## src/rtl/iq_pkg.sv

```systemverilog
package iq_pkg;

    localparam int SEQ_W = 16;

    typedef logic [SEQ_W-1:0] seq_t;

    typedef struct packed {
        logic valid;
        logic parked;
        seq_t seq;
    } slot_t;

    function automatic logic is_younger(seq_t a, seq_t b);
        return a > b;
    endfunction

    function automatic logic is_eligible(slot_t s);
        return s.valid && !s.parked;
    endfunction

endpackage

```

## src/rtl/iq_free_pick.sv

```systemverilog
module iq_free_pick #(
    parameter int DEPTH = 8,
    localparam int IDX_W = (DEPTH > 1) ? $clog2(DEPTH) : 1
) (
    input  logic [DEPTH-1:0] free_mask,
    output logic             found,
    output logic [IDX_W-1:0] idx
);
    always_comb begin
        found = 1'b0;
        idx   = '0;
        for (int i = DEPTH - 1; i >= 0; i--) begin
            if (free_mask[i]) begin
                found = 1'b1;
                idx   = IDX_W'(i);
            end
        end
    end
endmodule

```

## src/rtl/iq_seq_match.sv

```systemverilog
module iq_seq_match
    import iq_pkg::*;
#(
    parameter int DEPTH = 8,
    localparam int IDX_W = (DEPTH > 1) ? $clog2(DEPTH) : 1
) (
    input  slot_t [DEPTH-1:0] ents,
    input  seq_t              key,
    output logic              hit,
    output logic [IDX_W-1:0]  hit_idx
);
    logic [DEPTH-1:0] match;

    generate
        for (genvar g = 0; g < DEPTH; g++) begin : g_cmp
            assign match[g] = ents[g].valid && ents[g].parked && (ents[g].seq == key);
        end
    endgenerate

    always_comb begin
        hit     = 1'b0;
        hit_idx = '0;
        for (int i = 0; i < DEPTH; i++) begin
            if (match[i]) begin
                hit     = 1'b1;
                hit_idx = IDX_W'(i);
            end
        end
    end
endmodule

```

## src/rtl/iq_young_pick.sv

```systemverilog
module iq_young_pick
    import iq_pkg::*;
#(
    parameter int DEPTH = 8,
    localparam int IDX_W = (DEPTH > 1) ? $clog2(DEPTH) : 1
) (
    input  slot_t [DEPTH-1:0] ents,
    input  seq_t              bound,
    output logic              found,
    output logic [IDX_W-1:0]  idx
);
    logic [DEPTH-1:0] cand;
    seq_t             best;

    generate
        for (genvar g = 0; g < DEPTH; g++) begin : g_cand
            assign cand[g] = ents[g].valid && is_younger(ents[g].seq, bound);
        end
    endgenerate

    always_comb begin
        found = 1'b0;
        idx   = '0;
        best  = '0;
        for (int i = 0; i < DEPTH; i++) begin
            if (cand[i] && (!found || is_younger(ents[i].seq, best))) begin
                found = 1'b1;
                idx   = IDX_W'(i);
                best  = ents[i].seq;
            end
        end
    end
endmodule

```

## src/rtl/iq_occ_squash.sv

```systemverilog
module iq_occ_squash
    import iq_pkg::*;
#(
    parameter int DEPTH = 8,
    localparam int IDX_W = (DEPTH > 1) ? $clog2(DEPTH) : 1,
    localparam int CNT_W = $clog2(DEPTH + 1)
) (
    input  logic             clk,
    input  logic             rst,
    input  logic             ins_vld,
    input  logic [SEQ_W-1:0] ins_seq,
    input  logic             ins_nonspec,
    output logic [IDX_W-1:0] ins_slot,
    output logic             ins_err,
    output logic             full,
    output logic [CNT_W-1:0] free_cnt,
    input  logic             iss_vld,
    input  logic [IDX_W-1:0] iss_slot,
    input  logic             rel_vld,
    input  logic [SEQ_W-1:0] rel_seq,
    output logic             rel_err,
    input  logic             sq_vld,
    input  logic [SEQ_W-1:0] sq_seq,
    output logic             busy,
    output logic             kill_vld,
    output logic [IDX_W-1:0] kill_slot,
    output logic [DEPTH-1:0] elig
);
    slot_t [DEPTH-1:0] ents;
    seq_t              sq_bound;
    logic [DEPTH-1:0]  free_mask;
    logic [DEPTH-1:0]  valid_vec;
    logic              free_found;
    logic              rel_hit;
    logic [IDX_W-1:0]  rel_idx;
    logic              pick_found;
    logic [IDX_W-1:0]  pick_idx;
    logic              ins_ok;
    logic              iss_ok;
    logic              sq_go;
    logic              occupied;
    logic [CNT_W-1:0]  cnt_nxt;
    seq_t              kill_seq;

    generate
        for (genvar g = 0; g < DEPTH; g++) begin : g_flags
            assign free_mask[g] = !ents[g].valid;
            assign valid_vec[g] = ents[g].valid;
            assign elig[g]      = is_eligible(ents[g]);
        end
    endgenerate

    iq_free_pick #(.DEPTH(DEPTH)) u_alloc (
        .free_mask (free_mask),
        .found     (free_found),
        .idx       (ins_slot)
    );

    iq_seq_match #(.DEPTH(DEPTH)) u_match (
        .ents    (ents),
        .key     (rel_seq),
        .hit     (rel_hit),
        .hit_idx (rel_idx)
    );

    iq_young_pick #(.DEPTH(DEPTH)) u_young (
        .ents  (ents),
        .bound (sq_bound),
        .found (pick_found),
        .idx   (pick_idx)
    );

    assign full      = (free_cnt == '0);
    assign occupied  = (free_cnt != CNT_W'(DEPTH));
    assign ins_ok    = ins_vld && free_found && !busy && !sq_vld;
    assign ins_err   = ins_vld && !ins_ok;
    assign iss_ok    = iss_vld && !busy && (int'(iss_slot) < DEPTH) && is_eligible(ents[iss_slot]);
    assign rel_err   = rel_vld && !rel_hit;
    assign sq_go     = sq_vld && !busy && (sq_seq != '0) && occupied;
    assign kill_vld  = busy && pick_found;
    assign kill_slot = pick_idx;
    assign kill_seq  = ents[pick_idx].seq;

    always_comb begin
        cnt_nxt = free_cnt;
        if (ins_ok)   cnt_nxt = cnt_nxt - CNT_W'(1);
        if (iss_ok)   cnt_nxt = cnt_nxt + CNT_W'(1);
        if (kill_vld) cnt_nxt = cnt_nxt + CNT_W'(1);
    end

    always_ff @(posedge clk) begin
        if (rst) begin
            ents     <= '0;
            free_cnt <= CNT_W'(DEPTH);
            busy     <= 1'b0;
            sq_bound <= '0;
        end else begin
            if (ins_ok) begin
                ents[ins_slot].valid  <= 1'b1;
                ents[ins_slot].parked <= ins_nonspec;
                ents[ins_slot].seq    <= ins_seq;
            end
            if (iss_ok) begin
                ents[iss_slot].valid <= 1'b0;
            end
            if (rel_vld && rel_hit) begin
                ents[rel_idx].parked <= 1'b0;
            end
            if (kill_vld) begin
                ents[kill_slot].valid  <= 1'b0;
                ents[kill_slot].parked <= 1'b0;
            end
            free_cnt <= cnt_nxt;
            if (sq_go) begin
                busy     <= 1'b1;
                sq_bound <= sq_seq;
            end else if (busy && !pick_found) begin
                busy <= 1'b0;
            end
        end
    end


    cnt_consistent_chk: assert property (@(posedge clk) disable iff (rst)
        int'(free_cnt) == DEPTH - $countones(valid_vec));


    ins_slot_free_chk: assert property (@(posedge clk) disable iff (rst)
        ins_ok |-> !ents[ins_slot].valid);


    kill_bound_chk: assert property (@(posedge clk) disable iff (rst)
        kill_vld |-> (ents[kill_slot].valid && (ents[kill_slot].seq > sq_bound)));


    kill_order_chk: assert property (@(posedge clk) disable iff (rst)
        (kill_vld && $past(kill_vld)) |-> (kill_seq < $past(kill_seq)));


    sq_zero_chk: assert property (@(posedge clk) disable iff (rst)
        (sq_vld && (sq_seq == '0) && !busy) |=> !busy);


    busy_no_drop_chk: assert property (@(posedge clk) disable iff (rst)
        (busy && $past(busy)) |-> (free_cnt >= $past(free_cnt)));

endmodule

```

## config.mk

```make
export PLATFORM = sky130hd
export DESIGN_NAME = iq_occ_squash
export DESIGN_NICKNAME = d
export VERILOG_FILES = /design/src/rtl/iq_pkg.sv /design/src/rtl/iq_free_pick.sv /design/src/rtl/iq_seq_match.sv /design/src/rtl/iq_young_pick.sv /design/src/rtl/iq_occ_squash.sv
export SDC_FILE = /design/constraint.sdc
export NUM_CORES = 1
export LEC_CHECK = 0
export BUFFER_PORTS_ARGS = -buffer_cell sky130_fd_sc_hd__buf_2
export CAP_MARGIN = 20
export CELL_PAD_IN_SITES_DETAIL_PLACEMENT = 2
export CELL_PAD_IN_SITES_GLOBAL_PLACEMENT = 2
export CORE_AREA = 2 2 193 195
export CTS_BUF_LIST = sky130_fd_sc_hd__clkbuf_8
export CTS_CLUSTER_DIAMETER = 150
export DETAILED_ROUTE_END_ITERATION = 8
export DIE_AREA = 0 0 195 197
export PLACE_DENSITY_LB_ADDON = 0.1
export RECOVER_POWER = 100
export SLEW_MARGIN = 20
export SYNTH_ARGS = -nofsm -noshare
export SYNTH_HDL_FRONTEND = slang
export SYNTH_SLANG_ARGS = --single-unit
export TNS_END_PERCENT = 1
```

## constraint.sdc

```tcl
create_clock -name clk -period 49.1 [get_ports clk]
set_input_delay 9.82 -clock clk [delete_from_list [all_inputs] [get_ports clk]]
set_output_delay 9.82 -clock clk [all_outputs]
set_load 0.05 [all_outputs]
```

### After elaboration in Yosys (flattened, before gate mapping)

Cells that the tools add are included.

* eq/ne operators: 9
* add/subtract/negate cells: 3
* multiplexer cells: 88
* $lt $le $gt $ge: 23
* reductions and logical operators: 88

Operators by type and width (number)
* 144-bit bitwise mux: 7
* 144-bit 2-to-1 mux: 7
* 18-bit demux with 3-bit select: 7
* 16-bit greater-than comparator: 15
* 16-bit == test: 8
* 16-bit 2-to-1 mux: 8
* 18-bit 2-to-1 mux: 4
* 1-bit logical AND: 57
* 18-bit binary-select mux with 3-bit select: 1
* 17-bit 2-to-1 mux: 3
* 3-bit 2-to-1 mux: 16
* 1-bit 2-to-1 mux: 28
* 1-bit logical NOT: 21
* 3-bit by 4-bit < comparator with 1-bit output (second input constant): 4
* 16-bit nonzero test: 1
* 3-bit by 1-bit greater-or-equal comparator with 1-bit output (second input constant): 4
* 4-bit 2-to-1 mux: 3
* 4-bit by 1-bit adder with 4-bit output (second input constant): 2
* 2-bit 2-to-1 mux: 4
* 1-bit logical OR: 7
* 4-bit logical NOT: 1
* 4-bit != test (second input constant): 1
* 4-bit by 1-bit subtractor with 4-bit output (second input constant): 1
* 2-bit nonzero test: 1

* bits in registers: 165
* input port bits: 58
* word-level logic and storage cells: 238
* output and inout port bits: 23

### Depth between registers and ports, before layout

* word-level depth: 38
* gate-level depth with buffers: 81
* depth with buffers taken out: 72

### Hierarchy

From an unflattened synthesis, not the netlist that was laid out.

* cells, all modules: 1935
* area total of the unflattened synthesis: 15434.8 sq um

Modules (own cells, without submodules)
* iq_young_pick: sequential area each 0.0 sq um, cells an instance 882, area an instance 6986.7 sq um, times used 1
* iq_occ_squash: sequential area each 3303.2 sq um, cells an instance 836, area an instance 6720.2 sq um, times used 1
* iq_seq_match: sequential area each 0.0 sq um, cells an instance 204, area an instance 1647.8 sq um, times used 1
* iq_free_pick: sequential area each 0.0 sq um, cells an instance 13, area an instance 80.1 sq um, times used 1

### Least setup slack after synthesis

OpenSTA, ideal clock, no wires.

* path kind: register -> output
* start: register sq_bound[14]
* end: output port kill_slot[1]
* cell stages (with the launch flop): 78
* required time: 39280 ps
* path buffers: 10
* arrival time: 15183 ps
* setup slack: 24097 ps
* path through: dfxtp_1 -> inv_1 -> ha_1 -> nand4_2 -> or3_1 -> a21o_1 -> a31oi_4 -> buf_6 -> clkbuf_1 -> nand2_1 -> ha_1 -> nand4_1 -> nor4_1 -> a21boi_1 -> o31ai_1 -> o31a_2 -> buf_4 -> a22oi_1 -> [... 42 more ...] -> o21a_1 -> o21ai_0 -> a21oi_1 -> o32a_1 -> o21ai_1 -> clkbuf_1 -> nor2_1 -> a21o_1 -> ha_1 -> nor2b_1 -> o21a_1 -> o21a_1 -> o21ai_0 -> a2111oi_0 -> nand3b_1 -> nand4_1 -> o21a_1 -> o21ai_0

* word-level cells in the longest chain between the ends: 31
* elaborated cells on any way between the ends: 64
* those cells by class: order compare: 15; mux: 20; reduce/logical: 29

RTL lines
* from (decl): line iq_occ_squash.sv:30 `seq_t sq_bound;`
* from (signal assigned): line iq_occ_squash.sv:116 `sq_bound <= sq_seq;`
* 16-bit greater-than comparator: line iq_pkg.sv:14 `return a > b;`
* 1-bit logical AND: line iq_young_pick.sv:17 `assign cand[g] = ents[g].valid && is_younger(ents[g].seq, bound);`
* 16-bit 2-to-1 mux / 1-bit 2-to-1 mux (equally long branches): line iq_young_pick.sv:26 `if (cand[i] && (!found || is_younger(ents[i].seq, best))) begin`
* 16-bit greater-than comparator / 1-bit logical NOT (equally long branches): line iq_pkg.sv:14, iq_young_pick.sv:26
* 1-bit logical OR: line iq_young_pick.sv:26
* 1-bit logical AND: line iq_young_pick.sv:26
* 16-bit 2-to-1 mux / 1-bit 2-to-1 mux (equally long branches): line iq_young_pick.sv:26
* 16-bit greater-than comparator / 1-bit logical NOT (equally long branches): line iq_pkg.sv:14, iq_young_pick.sv:26
* [... 15 more ...]
* 16-bit greater-than comparator / 1-bit logical NOT (equally long branches): line iq_pkg.sv:14, iq_young_pick.sv:26
* 1-bit logical OR: line iq_young_pick.sv:26
* 1-bit logical AND: line iq_young_pick.sv:26
* 16-bit 2-to-1 mux / 1-bit 2-to-1 mux (equally long branches): line iq_young_pick.sv:26
* 16-bit greater-than comparator / 1-bit logical NOT (equally long branches): line iq_pkg.sv:14, iq_young_pick.sv:26
* 1-bit logical OR: line iq_young_pick.sv:26
* 1-bit logical AND: line iq_young_pick.sv:26
* 3-bit 2-to-1 mux *: line iq_young_pick.sv:26
* to (decl): line iq_occ_squash.sv:26 `output logic [IDX_W-1:0] kill_slot,`

Mark *: on every way between the ends. The rest lies on a longest branch, timed or not.

### Worst setup path after layout

* start: register sq_bound[15]
* end: output port kill_slot[0]

Same word-level chain as after synthesis.

==> results.md <==
- Area of the multi-input gates: 11100 um2
- Yosys cell types: 83
- H-tree depth: 4
- Register area: 3300 um2
- Clk root buf: clkbuf_8
- Clock Skew: 0.0220 ns
- PwrDens: 23.8 nW/um2
- Core area: 36300 um2
- Rel. slew slack: -1.98
- Drt pass-1 iters: 7
- GRT Resource Usage Total: 0.383
- Failing checks: capacitance limit, slew limit
- Max Cap Viol: 9
- Post-synth top cells: nand2_1 (250), ha_1 (243), a21oi_1 (172)
- CTS Hold Buffers Added: 0
- Register clock-pin slew on the reported worst setup and hold paths: 0.11 ns
- Clock power frac: 0.283
- Net Sw Power: 163 uW
- Post-synthesis async set-or-reset flop share: 0
- Skew-Pair Late Insertion Delay: 0.54 ns
- Vias per inst: 6.47
- Internal power: 219 uW
- Dpl hpwl: 55.5 mm
- Synth-to-layout area growth: 6.92%
- Post_cts resized: 0
- Fin Hold WS: 0.497 ns
- Port buffer count: 80
- Synth area leaders: dfxtp_1 (22%), ha_1 (20%), nand2_1 (6.2%), xnor2_1 (6.1%), a21oi_1 (5.7%)
- Hold depth: 2
- Clock buffer depth: 2
- Synth Instances: 1860
- Run status: finished, violations left
- Number of synthesized flops with an enable pin: 0
- Wire per inst: 31.3 um
- Synth Net Count: 2161
- CTS tree: yes
- Slowest-stage cell, CP: o21ai_0
- Sink Count: 165
- WP data required: 39.28 ns
- Fillers: 4202
- Global route overflow: 0
- Io pins: 81
- Post-synthesis sequential area ratio: 0.220
- Total CTS buffers: 17
- Total design power: 382 uW
- Residual DRC: 0
- HP Class: flop to flop
- Pin count of the biggest net entering global routing: 93
- Switching share of power: 0.427
- Die X: 195 um
- Mapped Area: 15000 um2
- Final nets: 2178
- Pleak: 0.00648 uW
- Chip Height: 197 um
- Final setup fails: 0
- Fin crit share: 0.728
- Worst r2r path cells: 71
- RSZ-0062 raised after global routing: no
- Max-slew violations: 318
- # rows: 70
- Crit path kind: flop to primary output
- Max IR drop VDD: 0.0180 mV
- Avg Inst Size Synth: 8.08 um2
- Startpoint Class: flop
- Cell with the most instances after synthesis: nand2_1
- First-pass GRT wire length: 107 mm
- Post-synth top area cell: dfxtp_1
- Drt first-iter violations: 1033
- Final hold viol count: 0
- CP endpoint kind: primary output
- Antenna-violating nets left: 0
- Initial antenna violation count: 2
- Final setup TNS: 0 ns
- Top cell type's share of synthesized area: 0.220
- DR vias: 15271
- Crit path max fanout: 33
- DRT Wirelength: 73.9 mm
- Worst Tran Pin Value: 4.47 ns
- GP Congestion: 0.963
- Die area: 38400 um2
- Critical Path AT: 25.93 ns
- Period minus WS final: 35.75 ns
- Vias in the first global route: 16162
- Logic pwr share: 0.341
- Most common flop cell mapped by yosys: dfxtp_1
- YS warnings: 0
- Seq pwr share: 0.376
- Synth Register Bits: 165
- Share of cells above drive strength 1: 0.0751
- Max Clock Freq: 28.0 MHz
- Initial Util: 0.414
- Post-CTS setup buffers: 0
- Crit-path max cell delay: 2.28 ns
[layer usage]
layer / up-vias / routed length (um) / GRT usage
met3: 189 / 3850 / 0.0495
li1: 6794 / - / -
met2: 522 / 34300 / 0.643
met5: - / 0 / 0
met4: 0 / 4380 / 0.209
met1: 7766 / 31300 / 0.478
[per-stage QoR]
step / util / cell area [um2] / std cells / setup WS [ns]
6_report: 0.443 / 16100 / 2359 / 13.35
5_1_grt: 0.443 / 16100 / 2359 / 11.30
4_1_cts: 0.446 / 16200 / 2358 / 19.73
2_1_floorplan: - / 15000 / 1860 / 24.10
3_3_place_gp: 0.435 / 15800 / 2326 / 21.31
3_5_place_dp: 0.435 / 15800 / 2326 / 20.33
[critical path, delay by kind of cell (launching register included)]
family / cells / cell delay [ns]
adders and majority gates: 8 / 2.74
and+or+nand+nor: 13 / 2.85
buffers and inverters: 5 / 2.47
muxes: 1 / 0.49
DFF: 1 / 0.38
AOI/OAI and AO/OA: 43 / 16.44
[placed cells by master, fill, tap and decap left out, drive strengths merged, types with 46 or more instances in the layout]
cell type | synthesis | routed
a211oi | 50 | 50
a21o | 65 | 65
a21oi | 172 | 172
buf | 16 | 73
clkbuf | 87 | 46
dfxtp | 165 | 165
ha | 243 | 243
inv | 51 | 60
mux2i | 74 | 74
nand2 | 250 | 250
nand4 | 74 | 74
nor2 | 124 | 124
o21ai | 71 | 71
xnor2 | 105 | 105
[path summary, 6_finish.rpt]
check                                   from            to  slack [ns]
worst max-delay path            sq_bound[15]  kill_slot[0]       13.35
worst min register to register          flop          flop        0.50
worst min-delay path                    flop          flop        0.50
worst max register to register  sq_bound[15]      ents[34]       23.40
[cell families (layout without fill, tap and decap cells)]
group / after synthesis / in the layout / synth area share
buffers and inverters: 156 / 186 / 0.0413
XOR/XNOR: 138 / 138 / 0.0804
adder cells (fa/ha/maj): 243 / 243 / 0.202
AO/OA/AOI/OAI: 495 / 495 / 0.221
multiplexers: 79 / 79 / 0.0540
AND/OR/NAND/NOR: 584 / 584 / 0.181
flip-flops: 165 / 165 / 0.220
other: 0 / 1 / 0
[power by group through the flow]
stage	combinational, uW	sequential [uW]	clock (uW)
floorplan	80.4	147	0
global placement	122	146	0
detailed placement	128	146	0
CTS	130	143	110
global route	139	144	115
finish	130	144	108
[layout make-up]
class                           instances  area share
Timing Repair Buffer                  101      0.0318
Multi-Input combinational cell       1539       0.689
Sequential cell                       165       0.206
Clock buffer                           18      0.0154
Tap cell                              468      0.0364
Antenna cell                            1    0.000156
Clock inverter                         14     0.00942
Inverter                               53      0.0125
No activity file was read; power rests on OpenSTA's default activity.
